$ cat src/rtl/cmpbuf_pkg.sv
// Shared definitions for the buffered compare-match timer.
// Assumes a 2-bit word address on the register port.
package cmpbuf_pkg;
    localparam int unsigned REG_AW = 2;

    typedef enum logic [REG_AW-1:0] {
        RA_CTRL = 2'd0,
        RA_CMP  = 2'd1,
        RA_STAT = 2'd2,
        RA_CNT  = 2'd3
    } reg_addr_e;
endpackage

$ cat src/rtl/cmpbuf_regs.sv
// Register front end: holds the run bit, decodes compare writes and
// multiplexes readback. Assumes single-cycle writes and a combinational read.
module cmpbuf_regs
    import cmpbuf_pkg::*;
#(
    parameter int unsigned CW = 16
) (
    input  logic              clk,
    input  logic              rst_n,
    input  logic              we,
    input  logic [REG_AW-1:0] addr,
    input  logic              run_wbit,
    input  logic [CW-1:0]     master,
    input  logic              err,
    input  logic              held,
    input  logic [CW-1:0]     cnt,
    output logic              run_en,
    output logic              wr_cmp,
    output logic [CW-1:0]     rdata
);
    reg_addr_e ra;
    assign ra     = reg_addr_e'(addr);
    assign wr_cmp = we && (ra == RA_CMP);

    // Run bit: written through the control word, cleared by reset.
    always_ff @(posedge clk) begin
        if (!rst_n)
            run_en <= 1'b0;
        else if (we && ra == RA_CTRL)
            run_en <= run_wbit;
    end

    // Readback multiplexer.
    always_comb begin
        case (ra)
            RA_CTRL: rdata = {{(CW-1){1'b0}}, run_en};
            RA_CMP:  rdata = master;
            RA_STAT: rdata = {{(CW-2){1'b0}}, held, err};
            default: rdata = cnt;
        endcase
    end
endmodule

$ cat src/rtl/cmpbuf_buffer.sv
// Master/slave compare buffer. A write loads the master. After XFER_CLKS
// edges the master moves to the slave, unless an update already landed in
// this counter period; then it waits for the next match. Writes during a
// transfer are dropped and flagged. Assumes XFER_CLKS >= 1.
module cmpbuf_buffer #(
    parameter int unsigned CW        = 16,
    parameter int unsigned XFER_CLKS = 4
) (
    input  logic          clk,
    input  logic          rst_n,
    input  logic          wr_cmp,
    input  logic [CW-1:0] wdata,
    input  logic          run_en,
    input  logic          match,
    output logic [CW-1:0] master_q,
    output logic [CW-1:0] slave_q,
    output logic          busy,
    output logic          err_q,
    output logic          held_q
);
    localparam int unsigned XW = $clog2(XFER_CLKS + 1);

    logic [XW-1:0] xleft_q;
    logic          used_q;
    logic          accept, xfer_done, commit_now, hold_now, apply_held;

    assign busy       = xleft_q > XW'(1);
    assign accept     = wr_cmp && !busy;
    assign xfer_done  = xleft_q == XW'(1);
    assign commit_now = xfer_done && (!used_q || match || !run_en);
    assign hold_now   = xfer_done && !commit_now;
    assign apply_held = held_q && (match || !run_en);

    // Transfer countdown: restarted by each accepted write.
    always_ff @(posedge clk) begin
        if (!rst_n)
            xleft_q <= '0;
        else if (accept)
            xleft_q <= XW'(XFER_CLKS);
        else if (xleft_q != '0)
            xleft_q <= xleft_q - XW'(1);
    end

    // Master copy: takes every accepted write.
    always_ff @(posedge clk) begin
        if (!rst_n)
            master_q <= '0;
        else if (accept)
            master_q <= wdata;
    end

    // Slave copy: takes the master on a completed or released transfer.
    always_ff @(posedge clk) begin
        if (!rst_n)
            slave_q <= '0;
        else if (commit_now || apply_held)
            slave_q <= master_q;
    end

    // Per-period update slot and parked-update flag.
    always_ff @(posedge clk) begin
        if (!rst_n) begin
            used_q <= 1'b0;
            held_q <= 1'b0;
        end else begin
            if (!run_en)         used_q <= 1'b0;
            else if (commit_now) used_q <= 1'b1;
            else if (match)      used_q <= 1'b0;
            if (hold_now)        held_q <= 1'b1;
            else if (apply_held) held_q <= 1'b0;
        end
    end

    // Sticky error: a compare write arrived while a transfer was in flight.
    always_ff @(posedge clk) begin
        if (!rst_n)
            err_q <= 1'b0;
        else if (wr_cmp && busy)
            err_q <= 1'b1;
    end
endmodule

$ cat src/rtl/cmpbuf_counter.sv
// Up-counter with match-and-clear. Assumes the compare value is already
// the active (slave) copy. Stopping clears the count.
module cmpbuf_counter #(
    parameter int unsigned CW = 16
) (
    input  logic          clk,
    input  logic          rst_n,
    input  logic          run_en,
    input  logic          tick,
    input  logic [CW-1:0] cmp,
    output logic [CW-1:0] cnt_q,
    output logic          match
);
    assign match = run_en && (cnt_q == cmp);

    // Count under the strobe, restart on match, hold at zero when stopped.
    always_ff @(posedge clk) begin
        if (!rst_n)      cnt_q <= '0;
        else if (!run_en) cnt_q <= '0;
        else if (match)   cnt_q <= '0;
        else if (tick)    cnt_q <= cnt_q + CW'(1);
    end
endmodule

$ cat src/rtl/cmpbuf_timer.sv
// Top of the buffered compare-match interval timer. Joins the register
// front end, the compare buffer and the counter. Assumes one clock domain.
module cmpbuf_timer
    import cmpbuf_pkg::*;
#(
    parameter int unsigned CW        = 16,
    parameter int unsigned XFER_CLKS = 4
) (
    input  logic              clk,
    input  logic              rst_n,
    input  logic              bus_we,
    input  logic [REG_AW-1:0] bus_addr,
    input  logic [CW-1:0]     bus_wdata,
    output logic [CW-1:0]     bus_rdata,
    input  logic              cnt_tick,
    output logic              irq
);
    logic          run_en, wr_cmp, match, xfer_busy, err_q, held_q;
    logic [CW-1:0] master_q, slave_q, cnt_q;

    cmpbuf_regs #(.CW(CW)) u_regs (
        .clk(clk), .rst_n(rst_n), .we(bus_we), .addr(bus_addr),
        .run_wbit(bus_wdata[0]), .master(master_q), .err(err_q),
        .held(held_q), .cnt(cnt_q), .run_en(run_en), .wr_cmp(wr_cmp),
        .rdata(bus_rdata)
    );

    cmpbuf_buffer #(.CW(CW), .XFER_CLKS(XFER_CLKS)) u_buf (
        .clk(clk), .rst_n(rst_n), .wr_cmp(wr_cmp), .wdata(bus_wdata),
        .run_en(run_en), .match(match), .master_q(master_q),
        .slave_q(slave_q), .busy(xfer_busy), .err_q(err_q), .held_q(held_q)
    );

    cmpbuf_counter #(.CW(CW)) u_cnt (
        .clk(clk), .rst_n(rst_n), .run_en(run_en), .tick(cnt_tick),
        .cmp(slave_q), .cnt_q(cnt_q), .match(match)
    );

    assign irq = match;
endmodule

$ cat config.mk
export PLATFORM = sky130hd
export DESIGN_NAME = cmpbuf_timer
export DESIGN_NICKNAME = d
export VERILOG_FILES = /design/src/rtl/cmpbuf_pkg.sv /design/src/rtl/cmpbuf_regs.sv /design/src/rtl/cmpbuf_buffer.sv /design/src/rtl/cmpbuf_counter.sv /design/src/rtl/cmpbuf_timer.sv
export SDC_FILE = /design/constraint.sdc
export NUM_CORES = 1
export LEC_CHECK = 0
export BUFFER_PORTS_ARGS = -buffer_cell sky130_fd_sc_hd__buf_4
export CORE_MARGIN = 1
export CORE_UTILIZATION = 51
export DETAILED_ROUTE_END_ITERATION = 6
export PLACE_DENSITY = 0.78
export SYNTH_ARGS = -nofsm -noshare
export SYNTH_HDL_FRONTEND = slang
export SYNTH_SLANG_ARGS = --single-unit
export TNS_END_PERCENT = 50
$ cat constraint.sdc
create_clock -name clk -period 2 [get_ports clk]
set_clock_uncertainty 0.05 [all_clocks]
set_input_delay 0.2 -clock clk [delete_from_list [all_inputs] [get_ports clk]]
set_output_delay 0.2 -clock clk [all_outputs]
set_load 0.01 [all_outputs]
==> flow_metrics.py, run 1 <==
metrics = {
    "drt": {
        "wl_per_cell_um": 14.1,
        "first_iter_violations": 87,
        "drc_errors": 0,
        "drt_wl_total_mm": 5.67,
        "ant_nets": 0,
        "vias": 2091,
        "viasPerCell": 5.19,
        "drt-pass1-iter-count": 4,
    },
    "synthesis": {
        "ys.flop_type": "dfxtp_1",
        "yosys_warnings": 0,
        "synth.distinct_cells": 36,
        "yosys.area.top_type_share": 0.420,
        "ys_top_cells_by_area": "dfxtp_1, xor2_1, mux2i_1",
        "async_flop_share": 0,
        "syn_area_per_cell_sq_um": 9.24,
        "synth_cells": 284,
        "ys_seq_area_frac": 0.420,
        "ys_seq_elements": 55,
        "synth_fp_nets": 310,
        "syn_area_sq_um": 2620,
        "synth_edf_count": 0,
        "yosys.area.top_type": "dfxtp_1",
    },
    "timing": {
        "rsz0062_at_grt": "true",
        "drv_slew": 0,
        "fmax_mhz": 518,
        "timing.final.crit_share": 0.965,
        "slew_headroom": 0.608,
        "setup_violations": 0,
        "period_minus_slack_ns": 1.93,
        "worstMarginPinSlew_ns": 0.586,
        "hold_viol": 0,
        "fin_setup_tns_ns": 0,
        "worst_slack_ns": 0.0703,
    },
    "clock_network": {
        "cts_tree": "yes",
        "numClockSinks": 55,
        "htreeDepth": 2,
        "clk_pin_slew_worst_paths_ns": 0.12,
        "clk_path_buf_depth": 2,
        "clock_latency_ns": 0.33,
        "clockRootBuffer": "clkbuf_8",
        "hold_buffers": 0,
        "cts_made_buffers": 5,
    },
    "power_and_ir_drop": {
        "power.density_nw_per_um2": 743,
        "leakage_nw": 1.36,
        "worst_ir_drop_vdd_mv": 0.507,
    },
    "floorplanning": {
        "pin_count": 39,
        "fp.dieW_um": 73.7,
        "coreArea_sq_um": 4850,
        "die_area_sq_um": 5440,
        "initial_utilization": 0.541,
        "rows": 25,
        "die_y_um": 73.7,
    },
    "place": {
        "port_buffers": 38,
        "dp_hpwl_mm": 4.28,
        "gp_congestion": 0.816,
        "dpl.cell_count": 394,
        "pre_cts_slack_ns": 0.0797,
        "placedInstanceArea_sq_um": 3070,
    },
    "status": {
        "status": "completed",
    },
    "flow_run": {
        "maxCapViolCount": 0,
    },
    "worst_setup_path": {
        "worstPathArrival_ns": 1.68,
        "endpoint_kind": "output port",
        "critPathRequiredTime_ns": 1.75,
        "critPathMaxFanout": 3,
        "startpoint_type": "flip-flop",
        "critPathKind": "reg2out",
    },
    "finish": {
        "diodes": 0,
        "utilization": 0.660,
        "areaGrowthSynthToFinish_pct": 22.0,
        "nets": 361,
        "final_cells": 403,
        "fin_area_sq_um": 3200,
        "drive_gt1_frac": 0.229,
    },
    "global_route": {
        "antenna_found_initial": 0,
        "grt_start_max_net_pins": 27,
        "grt_pass1_wl_mm": 9.28,
        "grt_pass1_vias": 1870,
        "gr-total-overflow": 0,
        "track_usage": 0.229,
    },
    "min_path": {
        "hp-class": "in2reg",
    },
}
worst max-delay path, stage by stage (launching register included):
cell and delay [ns]:
dfxtp_1 0.34, xor2_1 0.16, nor4_1 0.35, nand4_2 0.22
nor2_2 0.15, buf_4 0.12
metal layers:
layer	GRT usage	share of wire	vias to the layer above
met4	0.0598	0.013	0
met3	0.0590	0.034	8
li1	-	-	1067
met5	0	0	-
met1	0.330	0.51	979
met2	0.339	0.44	37
cells in the mapped netlist, drive strengths merged, types with 5 or more instances:
library cell	count
nand4	5
nor2b	19
dfxtp	55
xnor2	8
a21boi	17
clkbuf	7
buf	6
inv	5
xor2	24
a22o	16
nor2	28
nand2	41
mux2i	16
layout by cell type (no fill, tap or decap), drive strengths merged:
cell    Yosys  layout
a21boi     17      17
a21oi       3       3
a22o       16      16
a31oi       1       1
a41o        1       1
and2        1       1
and3        4       4
and3b       1       1
and4        2       2
buf         6      57
clkbuf      7       5
clkinv      0       1
dfxtp      55      55
ha          4       4
inv         5       7
mux2        1       1
mux2i      16      16
mux4        1       1
nand2      41      41
nand2b      1       1
nand3       4       4
nand3b      1       1
nand4       5       5
nor2       28      28
nor2b      19      19
nor3        2       2
nor3b       2       2
nor4        4       4
o21a        1       1
o21ai       2       2
o22ai       1       1
xnor2       8       8
xor2       24      24
state kept, by name, summed over array words and instances, names as in the netlist:
| signal | cells |
|---|---|
| u_buf.master_q | 16 |
| u_buf.slave_q | 16 |
| u_buf.used_q | 1 |
| u_buf.err_q | 1 |
| u_buf.held_q | 1 |
| u_regs.run_en | 1 |
| u_buf.xleft_q | 3 |
| u_cnt.cnt_q | 16 |
layout make-up:
cell class,count,area [sq um]
Fill cell,435,1650
Multi-Input combinational cell,211,1470
Sequential cell,55,1100
Timing Repair Buffer,57,428
Tap cell,67,83.8
Clock buffer,5,68.8
Clock inverter,3,31.3
Inverter,5,18.8
cells by family after synthesis:
logic type      after synthesis  synth area share
compound gates               42             0.133
xor+xnor                     32             0.107
fa+ha+maj                     4            0.0191
buf+inv                      18            0.0305
flops                        55             0.420
mux                          18            0.0739
simple gates                115             0.217
report_power, final:
part	switching, mW	internal, mW	leakage, nW
clock	0.409	0.267	0.0522
sequential	0.0574	1.15	0.446
combinational	0.257	0.237	0.865
metrics by stage:
| step | total power, mW | hold slack (ns) |
|---|---|---|
| after detailed placement | 1.71 | 0.419 |
| after floorplan | 1.57 | 0.295 |
| after CTS | 2.39 | 0.0668 |
| after global placement | 1.69 | 0.393 |
| after global routing | 2.50 | 0.0539 |
| final | 2.38 | 0.0645 |
final timing paths:
| kind | from | end | slack (ns) | depth (start not counted) |
|---|---|---|---|---|
| min | bus_wdata[7] | u_buf.master_q[7] | 0.06 | 3 |
| max | u_buf.slave_q[10] | irq | 0.07 | 5 |
| min reg2reg | u_buf.master_q[1] | u_buf.master_q[1] | 0.44 | 2 |
| max reg2reg | u_buf.slave_q[10] | u_buf.slave_q[2] | 0.13 | 7 |
repair_timing:
item	CTS	global route
gates resized for setup	0	6
pin swaps	1	3
endpoints found under the setup margin	1	9
buffers inserted	1	0
hold endpoints to repair	0	0
No activity file was read; power rests on OpenSTA's default activity.
==> run 2, diff against run 1 <==
--- a/config.mk
+++ b/config.mk
@@ -9,6 +9,7 @@
 export CORE_MARGIN = 1
 export CORE_UTILIZATION = 51
 export DETAILED_ROUTE_END_ITERATION = 6
+export MAX_ROUTING_LAYER = met4
 export PLACE_DENSITY = 0.78
 export SYNTH_ARGS = -nofsm -noshare
 export SYNTH_HDL_FRONTEND = slang
==> run 2 against run 1 <==
Net effect: routed wire length grew 0.11%; final cell count is the same; critical path depth unchanged; total power is essentially flat; maximum frequency about the same; clock-buffer cell count unchanged; clock power about the same; die area is the same; sequential power is essentially flat; highest routed layer unchanged.
==> flow_metrics.py, run 2 (synthesis results as in run 1) <==
metrics = {
    "worst_setup_path": {
        "r2r_setup_slack_ns": 0.13,
        "slowest_stage": "nor4_1",
        "path_cells": "xor2_1 -> nor4_1 -> nand4_2 -> nor2_2 -> buf_4",
        "regToRegEndpoint": "u_buf.slave_q[2]",
        "r2r_cells": 7,
        "worstPathArrival_ns": 1.68,
        "critPathRequiredTime_ns": 1.75,
        "reg2reg_from": "u_buf.slave_q[10]",
        "critPathKind": "reg2out",
        "endpoint_kind": "output port",
        "critPathMaxFanout": 3,
        "cpPeakStageDelay_ns": 0.35,
        "startpoint_type": "flip-flop",
    },
    "timing": {
        "worstMarginPinSlew_ns": 0.579,
        "fin_setup_tns_ns": 0,
        "setup_violations": 0,
        "hold_viol": 0,
        "rsz0062_at_grt": "true",
        "drv_slew": 0,
        "period_minus_slack_ns": 1.93,
        "timing.final.crit_share": 0.964,
        "slew_headroom": 0.613,
        "fmax_mhz": 519,
    },
    "drt": {
        "wl_per_cell_um": 14.1,
        "first_iter_violations": 90,
        "drt_wl_total_mm": 5.68,
        "ant_nets": 0,
        "drt-pass1-iter-count": 6,
        "vias": 2082,
        "drc_errors": 0,
        "viasPerCell": 5.17,
    },
    "power_and_ir_drop": {
        "pwr-share-comb": 0.207,
        "worst_ir_drop_vdd_mv": 0.509,
        "leakage_nw": 1.36,
        "power.density_nw_per_um2": 744,
        "switching_power_mw": 0.725,
        "swShare": 0.304,
        "p_seq_frac": 0.508,
        "p_total_mw": 2.38,
        "internal_power_mw": 1.66,
        "clkPwrFrac": 0.285,
    },
    "clock_network": {
        "clockRootBuffer": "clkbuf_8",
        "numClockSinks": 55,
        "clk_pin_slew_worst_paths_ns": 0.12,
        "clk_path_buf_depth": 2,
        "cts_tree": "yes",
        "cts_made_buffers": 5,
        "htreeDepth": 2,
        "hold_buffers": 0,
        "clock_latency_ns": 0.33,
    },
    "global_route": {
        "gr-total-overflow": 0,
        "antenna_found_initial": 0,
        "track_usage": 0.236,
        "grt_pass1_vias": 1872,
        "grt_pass1_wl_mm": 9.29,
        "grt_start_max_net_pins": 27,
    },
    "floorplanning": {
        "rows": 25,
        "initial_utilization": 0.541,
        "pin_count": 39,
        "coreArea_sq_um": 4850,
        "die_y_um": 73.7,
        "die_area_sq_um": 5440,
        "fp.dieW_um": 73.7,
    },
    "finish": {
        "most-common-layout-cells": "buf_4, dfxtp_1, nand2_1",
        "areaGrowthSynthToFinish_pct": 22.0,
        "nets": 361,
        "mostFrequentLayoutCell": "buf_4",
        "n_fill_cell": 435,
        "diodes": 0,
        "drive_gt1_frac": 0.229,
        "top_regs": "u_buf.master_q (16), u_buf.slave_q (16), u_cnt.cnt_q (16)",
    },
    "min_path": {
        "hold_path_depth": 3,
        "min-delay-start": "bus_wdata[7]",
        "min_to": "u_buf.master_q[7]",
        "hp-class": "in2reg",
    },
    "status": {
        "status": "completed",
    },
    "place": {
        "dp_hpwl_mm": 4.28,
        "port_buffers": 38,
        "gp_congestion": 0.828,
    },
    "flow_run": {
        "maxCapViolCount": 0,
    },
}
-- run 2: cell counts in the layout (fill, tap and decap cells not counted) --
Identical to the previous run, type by type.
-- run 2: through the flow --
stage                     utilization  std cells  instance area [sq um]  setup WS (ns)  hold slack [ns]
after floorplan                     -        284                   2620          0.153            0.295
after global placement          0.633        394                   3070          0.145            0.393
after detailed placement        0.633        394                   3070         0.0797            0.419
after CTS                       0.655        403                   3170         0.0660           0.0668
after global routing            0.660        403                   3200        -0.0120           0.0522
final                           0.660        403                   3200         0.0723           0.0652
-- run 2: what timing repair did --
item	in CTS	in global routing
gates resized for setup	0	6
setup buffers	1	0
pin swaps	1	3
setup endpoints to repair	1	9
gates cloned	0	0
-- run 2: layer usage --
metal  track usage  vias up  routed length [um]
met5             -        -                   0
met4        0.0598        0                  76
met3        0.0590        8                 259
met2         0.340       39                2510
met1         0.330      967                2830
li1              -     1068                   -
-- run 2: worst max-delay path, delay by kind of cell (launching register included) --
kind          cells  cell delay, ns
xor+xnor          1            0.16
buf+inv           1            0.12
flops             1            0.34
simple gates      3            0.72
-- run 2: cell type report --
| class | count | area, sq um | share of cell area |
|---|---|---|---|
| clock buffer | 5 | 68.8 | 0.0215 |
| clock inverter | 3 | 31.3 | 0.00977 |
| inverter | 5 | 18.8 | 0.00586 |
| multi-input combinational | 211 | 1470 | 0.458 |
| sequential | 55 | 1100 | 0.345 |
| tap | 67 | 83.8 | 0.0262 |
| timing repair buffer | 57 | 428 | 0.134 |
-- run 2: worst max-delay path by stage --
stage                      start                 to  slack [ns]  depth (start not counted)
2_1_floorplan     u_cnt.cnt_q[5]  u_buf.slave_q[10]        0.15                          7
3_3_place_gp     u_cnt.cnt_q[13]   u_buf.slave_q[2]        0.15                          5
3_5_place_dp    u_buf.slave_q[4]   u_buf.slave_q[4]        0.08                          5
4_1_cts         u_buf.slave_q[4]                irq        0.07                          5
5_1_grt          u_cnt.cnt_q[13]                irq       -0.01                          5
6_report       u_buf.slave_q[10]                irq        0.07                          5
-- run 2: power groups by stage --
stage	Clock, mW	Combinational [mW]	Sequential (mW)
after CTS	0.686	0.491	1.21
after floorplan	0	0.353	1.22
after detailed placement	0	0.477	1.23
final	0.678	0.494	1.21
after global routing	0.731	0.552	1.22
after global placement	0	0.463	1.23
